===== config.mk =====
export PLATFORM = sky130hd
export DESIGN_NAME = nib_reg_decoder
export DESIGN_NICKNAME = d
export VERILOG_FILES = /design/src/rtl/nrd_pkg.sv /design/src/rtl/nrd_cmd_decode.sv /design/src/rtl/nrd_addr_ctl.sv /design/src/rtl/nrd_regbank.sv /design/src/rtl/nrd_rsp_stage.sv /design/src/rtl/nib_reg_decoder.sv
export SDC_FILE = /design/constraint.sdc
export NUM_CORES = 1
export LEC_CHECK = 0
export BUFFER_PORTS_ARGS = -buffer_cell sky130_fd_sc_hd__buf_2
export CORE_ASPECT_RATIO = 0.6
export CORE_MARGIN = 10
export CORE_UTILIZATION = 50
export DETAILED_ROUTE_END_ITERATION = 12
export PLACE_DENSITY = 0.86
export SLEW_MARGIN = 20
export SYNTH_ARGS = -nofsm -noshare
export SYNTH_HDL_FRONTEND = slang
export SYNTH_HIERARCHICAL = 1
export SYNTH_SLANG_ARGS = --single-unit

===== constraint.sdc =====
create_clock -name clk -period 2.5 [get_ports clk]
set_input_delay 0.25 -clock clk [delete_from_list [all_inputs] [get_ports clk]]
set_output_delay 0.25 -clock clk [all_outputs]
set_load 0.03 [all_outputs]

===== src/rtl/nrd_pkg.sv =====
package nrd_pkg;

  localparam int NIB_W      = 4;
  localparam int ADDR_LANES = 2;
  localparam int DATA_W     = 2 * NIB_W;
  localparam int ADDR_W     = NIB_W * ADDR_LANES;

  // address lane i is loaded by opcode OP_ADDR_LO + i
  localparam logic [NIB_W-1:0] OP_ADDR_LO  = 4'h0;
  localparam logic [NIB_W-1:0] OP_DATA_LO  = 4'h2;
  localparam logic [NIB_W-1:0] OP_DATA_WR  = 4'h3;
  localparam logic [NIB_W-1:0] OP_READ     = 4'h4;
  localparam logic [NIB_W-1:0] OP_READ_INC = 4'h5;

  typedef struct packed {
    logic [ADDR_LANES-1:0] lane_ld;
    logic                  stage;
    logic                  commit;
    logic                  rd;
    logic                  inc;
  } nrd_cmd_t;

endpackage


===== src/rtl/nrd_cmd_decode.sv =====
module nrd_cmd_decode
  import nrd_pkg::*;
(
  input  logic                fire,
  input  logic [DATA_W-1:0]   cmd_byte,
  output nrd_cmd_t            cmd,
  output logic [NIB_W-1:0]    payload
);

  logic [NIB_W-1:0] op;

  assign op      = cmd_byte[DATA_W-1:NIB_W];
  assign payload = cmd_byte[NIB_W-1:0];

  always_comb begin
    cmd = '0;
    for (int i = 0; i < ADDR_LANES; i++) begin
      cmd.lane_ld[i] = fire && (op == OP_ADDR_LO + NIB_W'(i));
    end
    if (fire) begin
      case (op)
        OP_DATA_LO:  cmd.stage  = 1'b1;
        OP_DATA_WR:  cmd.commit = 1'b1;
        OP_READ:     cmd.rd     = 1'b1;
        OP_READ_INC: begin
          cmd.rd  = 1'b1;
          cmd.inc = 1'b1;
        end
        default: ;
      endcase
    end
  end

endmodule


===== src/rtl/nrd_addr_ctl.sv =====
module nrd_addr_ctl
  import nrd_pkg::*;
(
  input  logic               clk,
  input  logic               rst_n,
  input  nrd_cmd_t           cmd,
  input  logic [NIB_W-1:0]   payload,
  output logic [ADDR_W-1:0]  addr,
  output logic [NIB_W-1:0]   staged
);

  logic [ADDR_W-1:0] addr_q;
  logic [ADDR_W-1:0] addr_ld;
  logic [NIB_W-1:0]  stage_q;

  // each address lane takes the payload when its opcode arrives
  for (genvar g = 0; g < ADDR_LANES; g++) begin : g_lane
    assign addr_ld[g*NIB_W +: NIB_W] = cmd.lane_ld[g] ? payload
                                                      : addr_q[g*NIB_W +: NIB_W];
  end

  always_ff @(posedge clk) begin
    if (!rst_n) begin
      addr_q  <= '0;
      stage_q <= '0;
    end else begin
      if (cmd.inc) begin
        addr_q <= addr_q + {{(ADDR_W-1){1'b0}}, 1'b1};
      end else begin
        addr_q <= addr_ld;
      end
      if (cmd.stage) begin
        stage_q <= payload;
      end
    end
  end

  assign addr   = addr_q;
  assign staged = stage_q;

endmodule


===== src/rtl/nrd_regbank.sv =====
module nrd_regbank #(
  parameter int             DW            = 8,
  parameter int             AW            = 8,
  parameter logic [DW-1:0]  ID_VALUE      = 8'hA6,
  parameter logic [AW-1:0]  ADDR_ID       = 8'h00,
  parameter logic [AW-1:0]  ADDR_SCRATCH  = 8'h01,
  parameter logic [AW-1:0]  ADDR_MODE     = 8'h02,
  parameter logic [DW-1:0]  MODE_START    = 8'h0D,
  parameter logic [DW-1:0]  MODE_STOP     = 8'h11,
  parameter logic [DW-1:0]  MODE_READBACK = 8'h02,
  parameter int             TRIG_BIT      = 5
) (
  input  logic           clk,
  input  logic           rst_n,
  input  logic           wr_en,
  input  logic [AW-1:0]  addr,
  input  logic [DW-1:0]  wdata,
  input  logic           trig_hit,
  input  logic [DW-1:0]  ext_rdata,
  output logic [DW-1:0]  rdata,
  output logic           ext_we,
  output logic           acq_run,
  output logic           readback_en
);

  logic          sel_id, sel_scr, sel_mode, sel_ext;
  logic [DW-1:0] scratch_q;
  logic          run_q, rb_q, flag_q;
  logic [DW-1:0] status;

  assign sel_id   = (addr == ADDR_ID);
  assign sel_scr  = (addr == ADDR_SCRATCH);
  assign sel_mode = (addr == ADDR_MODE);
  assign sel_ext  = !(sel_id || sel_scr || sel_mode);

  always_ff @(posedge clk) begin
    if (!rst_n) begin
      scratch_q <= '0;
    end else if (wr_en && sel_scr) begin
      scratch_q <= wdata;
    end
  end

  // a start write outranks a trigger pulse in the same cycle
  always_ff @(posedge clk) begin
    if (!rst_n) begin
      run_q  <= 1'b0;
      rb_q   <= 1'b0;
      flag_q <= 1'b0;
    end else begin
      if (run_q && trig_hit) begin
        flag_q <= 1'b1;
      end
      if (wr_en && sel_mode) begin
        if (wdata == MODE_START) begin
          run_q  <= 1'b1;
          rb_q   <= 1'b0;
          flag_q <= 1'b0;
        end else if (wdata == MODE_STOP) begin
          run_q  <= 1'b0;
        end else if (wdata == MODE_READBACK) begin
          run_q  <= 1'b0;
          rb_q   <= 1'b1;
        end
      end
    end
  end

  always_comb begin
    status           = '0;
    status[0]        = run_q;
    status[1]        = rb_q;
    status[TRIG_BIT] = flag_q;
    if (sel_id) begin
      rdata = ID_VALUE;
    end else if (sel_scr) begin
      rdata = scratch_q;
    end else if (sel_mode) begin
      rdata = status;
    end else begin
      rdata = ext_rdata;
    end
  end

  assign ext_we      = wr_en && sel_ext;
  assign acq_run     = run_q;
  assign readback_en = rb_q;

endmodule


===== src/rtl/nrd_rsp_stage.sv =====
module nrd_rsp_stage #(
  parameter int DW = 8
) (
  input  logic          clk,
  input  logic          rst_n,
  input  logic          load,
  input  logic [DW-1:0] din,
  input  logic          rsp_ready,
  output logic          rsp_valid,
  output logic [DW-1:0] rsp_data
);

  logic          valid_q;
  logic [DW-1:0] data_q;

  always_ff @(posedge clk) begin
    if (!rst_n) begin
      valid_q <= 1'b0;
      data_q  <= '0;
    end else if (load) begin
      valid_q <= 1'b1;
      data_q  <= din;
    end else if (valid_q && rsp_ready) begin
      valid_q <= 1'b0;
    end
  end

  assign rsp_valid = valid_q;
  assign rsp_data  = data_q;

endmodule


===== src/rtl/nib_reg_decoder.sv =====
module nib_reg_decoder
  import nrd_pkg::*;
#(
  parameter logic [DATA_W-1:0] ID_VALUE      = 8'hA6,
  parameter logic [ADDR_W-1:0] ADDR_ID       = 8'h00,
  parameter logic [ADDR_W-1:0] ADDR_SCRATCH  = 8'h01,
  parameter logic [ADDR_W-1:0] ADDR_MODE     = 8'h02,
  parameter logic [DATA_W-1:0] MODE_START    = 8'h0D,
  parameter logic [DATA_W-1:0] MODE_STOP     = 8'h11,
  parameter logic [DATA_W-1:0] MODE_READBACK = 8'h02,
  parameter int                TRIG_BIT      = 5
) (
  input  logic              clk,
  input  logic              rst_n,
  input  logic              cmd_valid,
  output logic              cmd_ready,
  input  logic [7:0]        cmd_byte,
  output logic              rsp_valid,
  input  logic              rsp_ready,
  output logic [7:0]        rsp_data,
  input  logic              trig_hit,
  output logic              acq_run,
  output logic              readback_en,
  output logic              ext_we,
  output logic [7:0]        ext_addr,
  output logic [7:0]        ext_wdata,
  input  logic [7:0]        ext_rdata
);

  logic               fire;
  nrd_cmd_t           cmd;
  logic [NIB_W-1:0]   payload;
  logic [ADDR_W-1:0]  addr;
  logic [NIB_W-1:0]   staged;
  logic [DATA_W-1:0]  wdata;
  logic [DATA_W-1:0]  rdata;
  logic               busy;

  assign busy      = rsp_valid;
  assign cmd_ready = !busy;
  assign fire      = cmd_valid && cmd_ready;
  assign wdata     = {payload, staged};

  nrd_cmd_decode u_dec (
    .fire     (fire),
    .cmd_byte (cmd_byte),
    .cmd      (cmd),
    .payload  (payload)
  );

  nrd_addr_ctl u_addr (
    .clk     (clk),
    .rst_n   (rst_n),
    .cmd     (cmd),
    .payload (payload),
    .addr    (addr),
    .staged  (staged)
  );

  nrd_regbank #(
    .DW            (DATA_W),
    .AW            (ADDR_W),
    .ID_VALUE      (ID_VALUE),
    .ADDR_ID       (ADDR_ID),
    .ADDR_SCRATCH  (ADDR_SCRATCH),
    .ADDR_MODE     (ADDR_MODE),
    .MODE_START    (MODE_START),
    .MODE_STOP     (MODE_STOP),
    .MODE_READBACK (MODE_READBACK),
    .TRIG_BIT      (TRIG_BIT)
  ) u_regs (
    .clk         (clk),
    .rst_n       (rst_n),
    .wr_en       (cmd.commit),
    .addr        (addr),
    .wdata       (wdata),
    .trig_hit    (trig_hit),
    .ext_rdata   (ext_rdata),
    .rdata       (rdata),
    .ext_we      (ext_we),
    .acq_run     (acq_run),
    .readback_en (readback_en)
  );

  nrd_rsp_stage #(.DW(DATA_W)) u_rsp (
    .clk       (clk),
    .rst_n     (rst_n),
    .load      (cmd.rd),
    .din       (rdata),
    .rsp_ready (rsp_ready),
    .rsp_valid (rsp_valid),
    .rsp_data  (rsp_data)
  );

  assign ext_addr  = addr;
  assign ext_wdata = wdata;

endmodule


======== Yosys cells after proc, flatten, opt, wreduce, memory -nomap -nowiden ========
Index checks and enable logic that the tools add are counted.
Widths: inputs -> output; s select.
word-level totals
  register bits after elaboration ......... 32
  input bits .............................. 21
  output and inout bits ................... 29
  logic and storage cells ................. 65
operators by class
  add/subtract/negate cells ............... 1
  eq/ne operators ......................... 11
  multiplexer cells ....................... 22
  reduce and logical (&&, ||, !) cells .... 22
operator list
  cell                 number
  $mux 8               4
  $eq 8x2->1 const B   2
  $mux 1               15
  $mux 4               3
  $add 8x1->8 const B  1
  $eq 4x2->1 const B   2
  $eq 4x3->1 const B   2
  $eq 8x1->1 const B   1
  $eq 8x4->1 const B   1
  $eq 8x5->1 const B   1
  $logic_and 1x1->1    8
  $logic_not 8->1      1
  $reduce_bool 2->1    4
  $eq 4x1->1 const B   1
  $logic_not 4->1      1
  $reduce_and 3->1     1
  $reduce_bool 3->1    1
  $logic_not 1->1      2
  $logic_or 1x1->1     2
  $ne 2x1->1 const B   1
  $reduce_and 2->1     1
  $reduce_or 2->1      1

======== Longest topological paths before layout ========
  depth after elaboration ................. 6
  mapped depth ............................ 8
  depth with buffers taken out ............ 7

======== Cells and area by module ========
Netlist, hierarchy kept.
modules (own cells, without submodules)
  module           times used  cells each  area an instance (um^2)  seq. area each (um^2)
  nrd_regbank      1           94          698.2                    220.2
  nrd_addr_ctl     1           66          583.1                    240.2
  nrd_rsp_stage    1           28          335.3                    180.2
  nrd_cmd_decode   1           11          98.8                     0.0
  nib_reg_decoder  1           2           10.0                     0.0

======== Worst setup path before layout ========
No wires, ideal clock.
  path type ............................... register to register
  start ................................... reg u_rsp.valid_q, in the netlist u_rsp/rsp_valid
  end ..................................... reg u_regs.scratch_q[2]
  library setup time ...................... 0.122 ns
  data arrival time ....................... 1.710 ns
  required time ........................... 2.378 ns
  setup slack ............................. 0.667 ns
  cell stages (with the launch flop) ...... 9
  path buffers ............................ 1
  clock period less this slack ............ 1.833 ns
  cell sequence ........................... dfxtp_1 > nor2b_1 > nand2b_4 > and4bb_2 > nor2b_1 > nand4_1 > buf_2 > nand3_1 > o21ai_0
RTL lines
  what                    line                 source
  from (decl)             nrd_rsp_stage.sv:13  logic valid_q;
  from (signal assigned)  nrd_rsp_stage.sv:18  valid_q <= 1'b0;
  from (signal assigned)  nrd_rsp_stage.sv:21  valid_q <= 1'b1;
  from (signal assigned)  nrd_rsp_stage.sv:24  valid_q <= 1'b0;
  to (signal assigned)    nrd_regbank.sv:40    scratch_q <= wdata;
  to (decl)               nrd_regbank.sv:27    logic [DW-1:0] scratch_q;

==> metrics.md <==
| Metric | Value |
|---|---|
| Yosys cell types | `48` |
| Switching power | `0.2626 mW` |
| Final setup vio count | `0` |
| TritonCTS clock tree | `built` |
| Initial antenna violation count | `0` |
| Simple-gate share of the synthesized area | `29.59%` |
| Final WL | `4679 um` |
| Final Skew | `0.006128 ns` |
| Vias in the first global route | `1534` |
| Post-Syn Nets | `223` |
| Netlist Area Pre-Place | `0.001725 mm^2` |
| Setup TNS | `0 ns` |
| Number of synthesized register bits | `32` |
| Hold WS | `0.2665 ns` |
| Die Ht | `65.50 um` |
| Critical Path Source Type | `flop` |
| Status | `complete, no violations` |
| Layout cell share with drive strength beyond 1 | `28.28%` |
| Synth Area in Compound Gates | `17.98%` |
| Htree depth | `2` |
| Worst Tran Pin Value | `0.5693 ns` |
| Final ANT Viol Nets | `0` |
| Final HPWL from detailed placement | `3480 um` |
| CTS Buffer Depth | `2` |
| Multi-input gate area | `985.9 um^2` |
| DRT iter0 DRCs | `192` |
| Placed insts | `284` |
| Cell Rows | `16` |
| Synth Flop Type | `dfxtp_1` |
| Final setup margin | `0.3940 ns` |
| Slowest cell on crit path | `nand4_1` |
| Int Pwr | `0.7450 mW` |
| Worst Setup End Kind | `flop` |
| Post-synthesis average cell area | `8.584 um^2` |
| Worst vdd rail ir drop | `240.1 uV` |
| Cell Pwr Density | `494.4 mW/mm^2` |
| Grt ovf | `0` |
| Antenna Cells | `0` |
| Max Cap Viol | `0` |
| Largest family of logic cells by synthesized area | `simple AND/OR/NAND/NOR gates` |
| Nets | `268` |
| Cell taking the most area after synthesis | `dfxtp_1` |
| R2R Setup Slk | `0.39 ns` |
| WL/cell | `16.19 um` |
| Crit path kind | `reg2reg` |
| Sequential element share of the synthesized area | `37.13%` |
| Clock share of power | `34.9%` |
| Worst min-delay path category | `in2reg` |
| Cell Chain, Critical Path | `nor2b_1 -> nand2b_4 -> and4bb_2 -> nor2b_1 -> nand4_1 -> nand3_1 -> o21ai_0` |
| Reg power frac | `52.1%` |
| CTS resizes | `0` |
| EDFF count, synth | `0` |
| Io pins | `50` |
| Via count | `1673` |
| Top cells by area, synth | `dfxtp_1 (37%), mux2i_1 (7.5%), nor2b_1 (5.4%), nand3_1 (4.1%), nand2_1 (3.9%)` |
| CORE AREA | `0.003283 mm^2` |
| GRT Total Usage | `15.26%` |
| Vias per cell | `5.789` |
| Critical path data arrival time | `2.25 ns` |
| LEAKAGE | `0.8315 nW` |
| Final Hold Violating Endpoints | `0` |
| CTS Buf Count | `5` |
| Post-Synth XOR/XNOR Area | `0%` |
| Drt pass-1 iters | `4` |
| Sw Share | `26.07%` |
| Register Area | `640.6 um^2` |
| Fillers | `295` |
| Most common cell after layout, fill and taps aside | `buf_2` |
| CP peak stage delay | `0.46 ns` |
| Commonest cells after routing, fill and taps aside | `buf_2 (49), dfxtp_1 (32), nand2_1 (18)` |
| Final worst-path cycle share | `84.24%` |
| Final Instance Count excl. Fillers | `289` |
| Root buffer cell | `clkbuf_8` |
| Starting density of the core | `52.55%` |
| Comb pwr share | `13.0%` |
| Worst-Skew Late Latency | `0.28 ns` |
| Min cycle time layout | `2.106 ns` |
| Cells after Synth | `201` |
| Crit path required time | `2.64 ns` |
| Gpl congestion | `0.8034` |
| Die W | `95.84 um` |
| Yosys warns | `6` |
| Critical Path Most Common Cell | `nor2b_1` |
| Async set or reset register ratio after synthesis | `0%` |
| Synth Area in Adders | `0.7252%` |
| Max Slew Vio Count | `0` |
| CTS clk-pin slew, worst paths | `0.06 ns` |
| Max-slew headroom | `61.93%` |
| FMAX | `0.4748 GHz` |
| Clk sinks | `32` |
| RSZ-0062 raised after global routing | `no` |
| Die ar. | `0.006277 mm^2` |
| Largest net degree at the start of global routing | `32` |
| Worst Path Max Fanout | `16` |
| Drt drc | `0` |
| Area Growth Syn to Fin | `18.13%` |
| Hold-fix buffers at CTS | `0` |
| Placement-stage worst setup slack | `0.4081 ns` |
| IO buf count | `49` |
| Post-CTS Setup Bufs | `0` |
| Synth top area share | `37.13%` |
| Fraction of synthesized area in multiplexers | `8.847%` |
| First-pass GRT wire length | `7548 um` |
## metrics by stage
stage	util [%]	area, um^2	power, mW
2_1_floorplan	-	1725	0.6248
6_report	62.08	2038	1.008
4_1_cts	62.08	2038	1.017
5_1_grt	62.08	2038	1.052
3_5_place_dp	59.98	1969	0.6653
3_3_place_gp	59.98	1969	0.6636
## critical path: cells and delay by family (launching register included)
kind               cells  cell delay [ns]
AOI/OAI and AO/OA      1             0.10
DFF                    1             0.33
and+or+nand+nor        6             1.53
## power groups by stage
| stage | sequential [mW] | clock, mW | combinational, mW |
|---|---|---|---|
| after floorplan | 0.546 | 0 | 0.0792 |
| after global placement | 0.536 | 0 | 0.127 |
| after detailed placement | 0.537 | 0 | 0.129 |
| after CTS | 0.525 | 0.361 | 0.130 |
| after global routing | 0.527 | 0.383 | 0.142 |
| final | 0.525 | 0.352 | 0.131 |
## cells in the mapped netlist, types with 2 or more instances
library cell / n
dfxtp_1: 32
nand2_1: 18
nor2b_1: 15
nand3_1: 14
mux2i_1: 13
nor2_1: 12
o21ai_0: 11
a21oi_1: 7
inv_1: 5
o22ai_1: 5
buf_2: 4
buf_4: 4
clkbuf_1: 4
nand4_1: 4
a21boi_0: 3
a2bb2oi_1: 3
a31o_2: 3
a31oi_1: 3
nor3_1: 3
or3_1: 3
and2_1: 2
mux2_2: 2
nand2b_1: 2
nand4b_1: 2
nor4b_1: 2
o211ai_1: 2
o21a_1: 2
## kinds of logic after synthesis
| family | Yosys count |
|---|---|
| AO/OA/AOI/OAI | 46 |
| flip-flops | 32 |
| AND/OR/NAND/NOR | 88 |
| buffers and inverters | 19 |
| multiplexers | 15 |
| adder cells (fa/ha/maj) | 1 |
## final timing paths
kind | cells after the start | endpoint | start
min reg2reg | 2 | u_regs/scratch_q[4] | u_regs/scratch_q[4]
min | 3 | u_regs/scratch_q[5] | cmd_byte[1]
max | 7 | u_regs/scratch_q[2] | u_rsp/rsp_valid
max reg2reg | 7 | u_regs/scratch_q[2] | u_rsp/rsp_valid
## routing by layer
layer / global-route usage, % / wire (um) / up-vias
met2: 19.78 / 1849 / 81
li1: - / - / 818
met3: 6.236 / 589 / 10
met5: 0 / 0 / -
met4: 7.875 / 100 / 0
met1: 20.74 / 2139 / 764
## sequential cells by signal, indices dropped and copies added (netlist names)
register            cells
u_rsp/rsp_valid         1
u_regs/scratch_q        8
u_rsp/rsp_data          8
u_regs/readback_en      1
u_addr/addr             8
u_regs/flag_q           1
u_regs/acq_run          1
u_addr/staged           4
## area by class of cell
class | count | share of cell area, %
Inverter | 5 | 0.9208
Sequential cell | 32 | 31.43
Tap cell | 45 | 2.762
Timing Repair Buffer | 52 | 13.14
Multi-Input combinational cell | 150 | 48.37
Clock buffer | 5 | 3.376
Note: power is estimated with default switching activity, not from simulation.
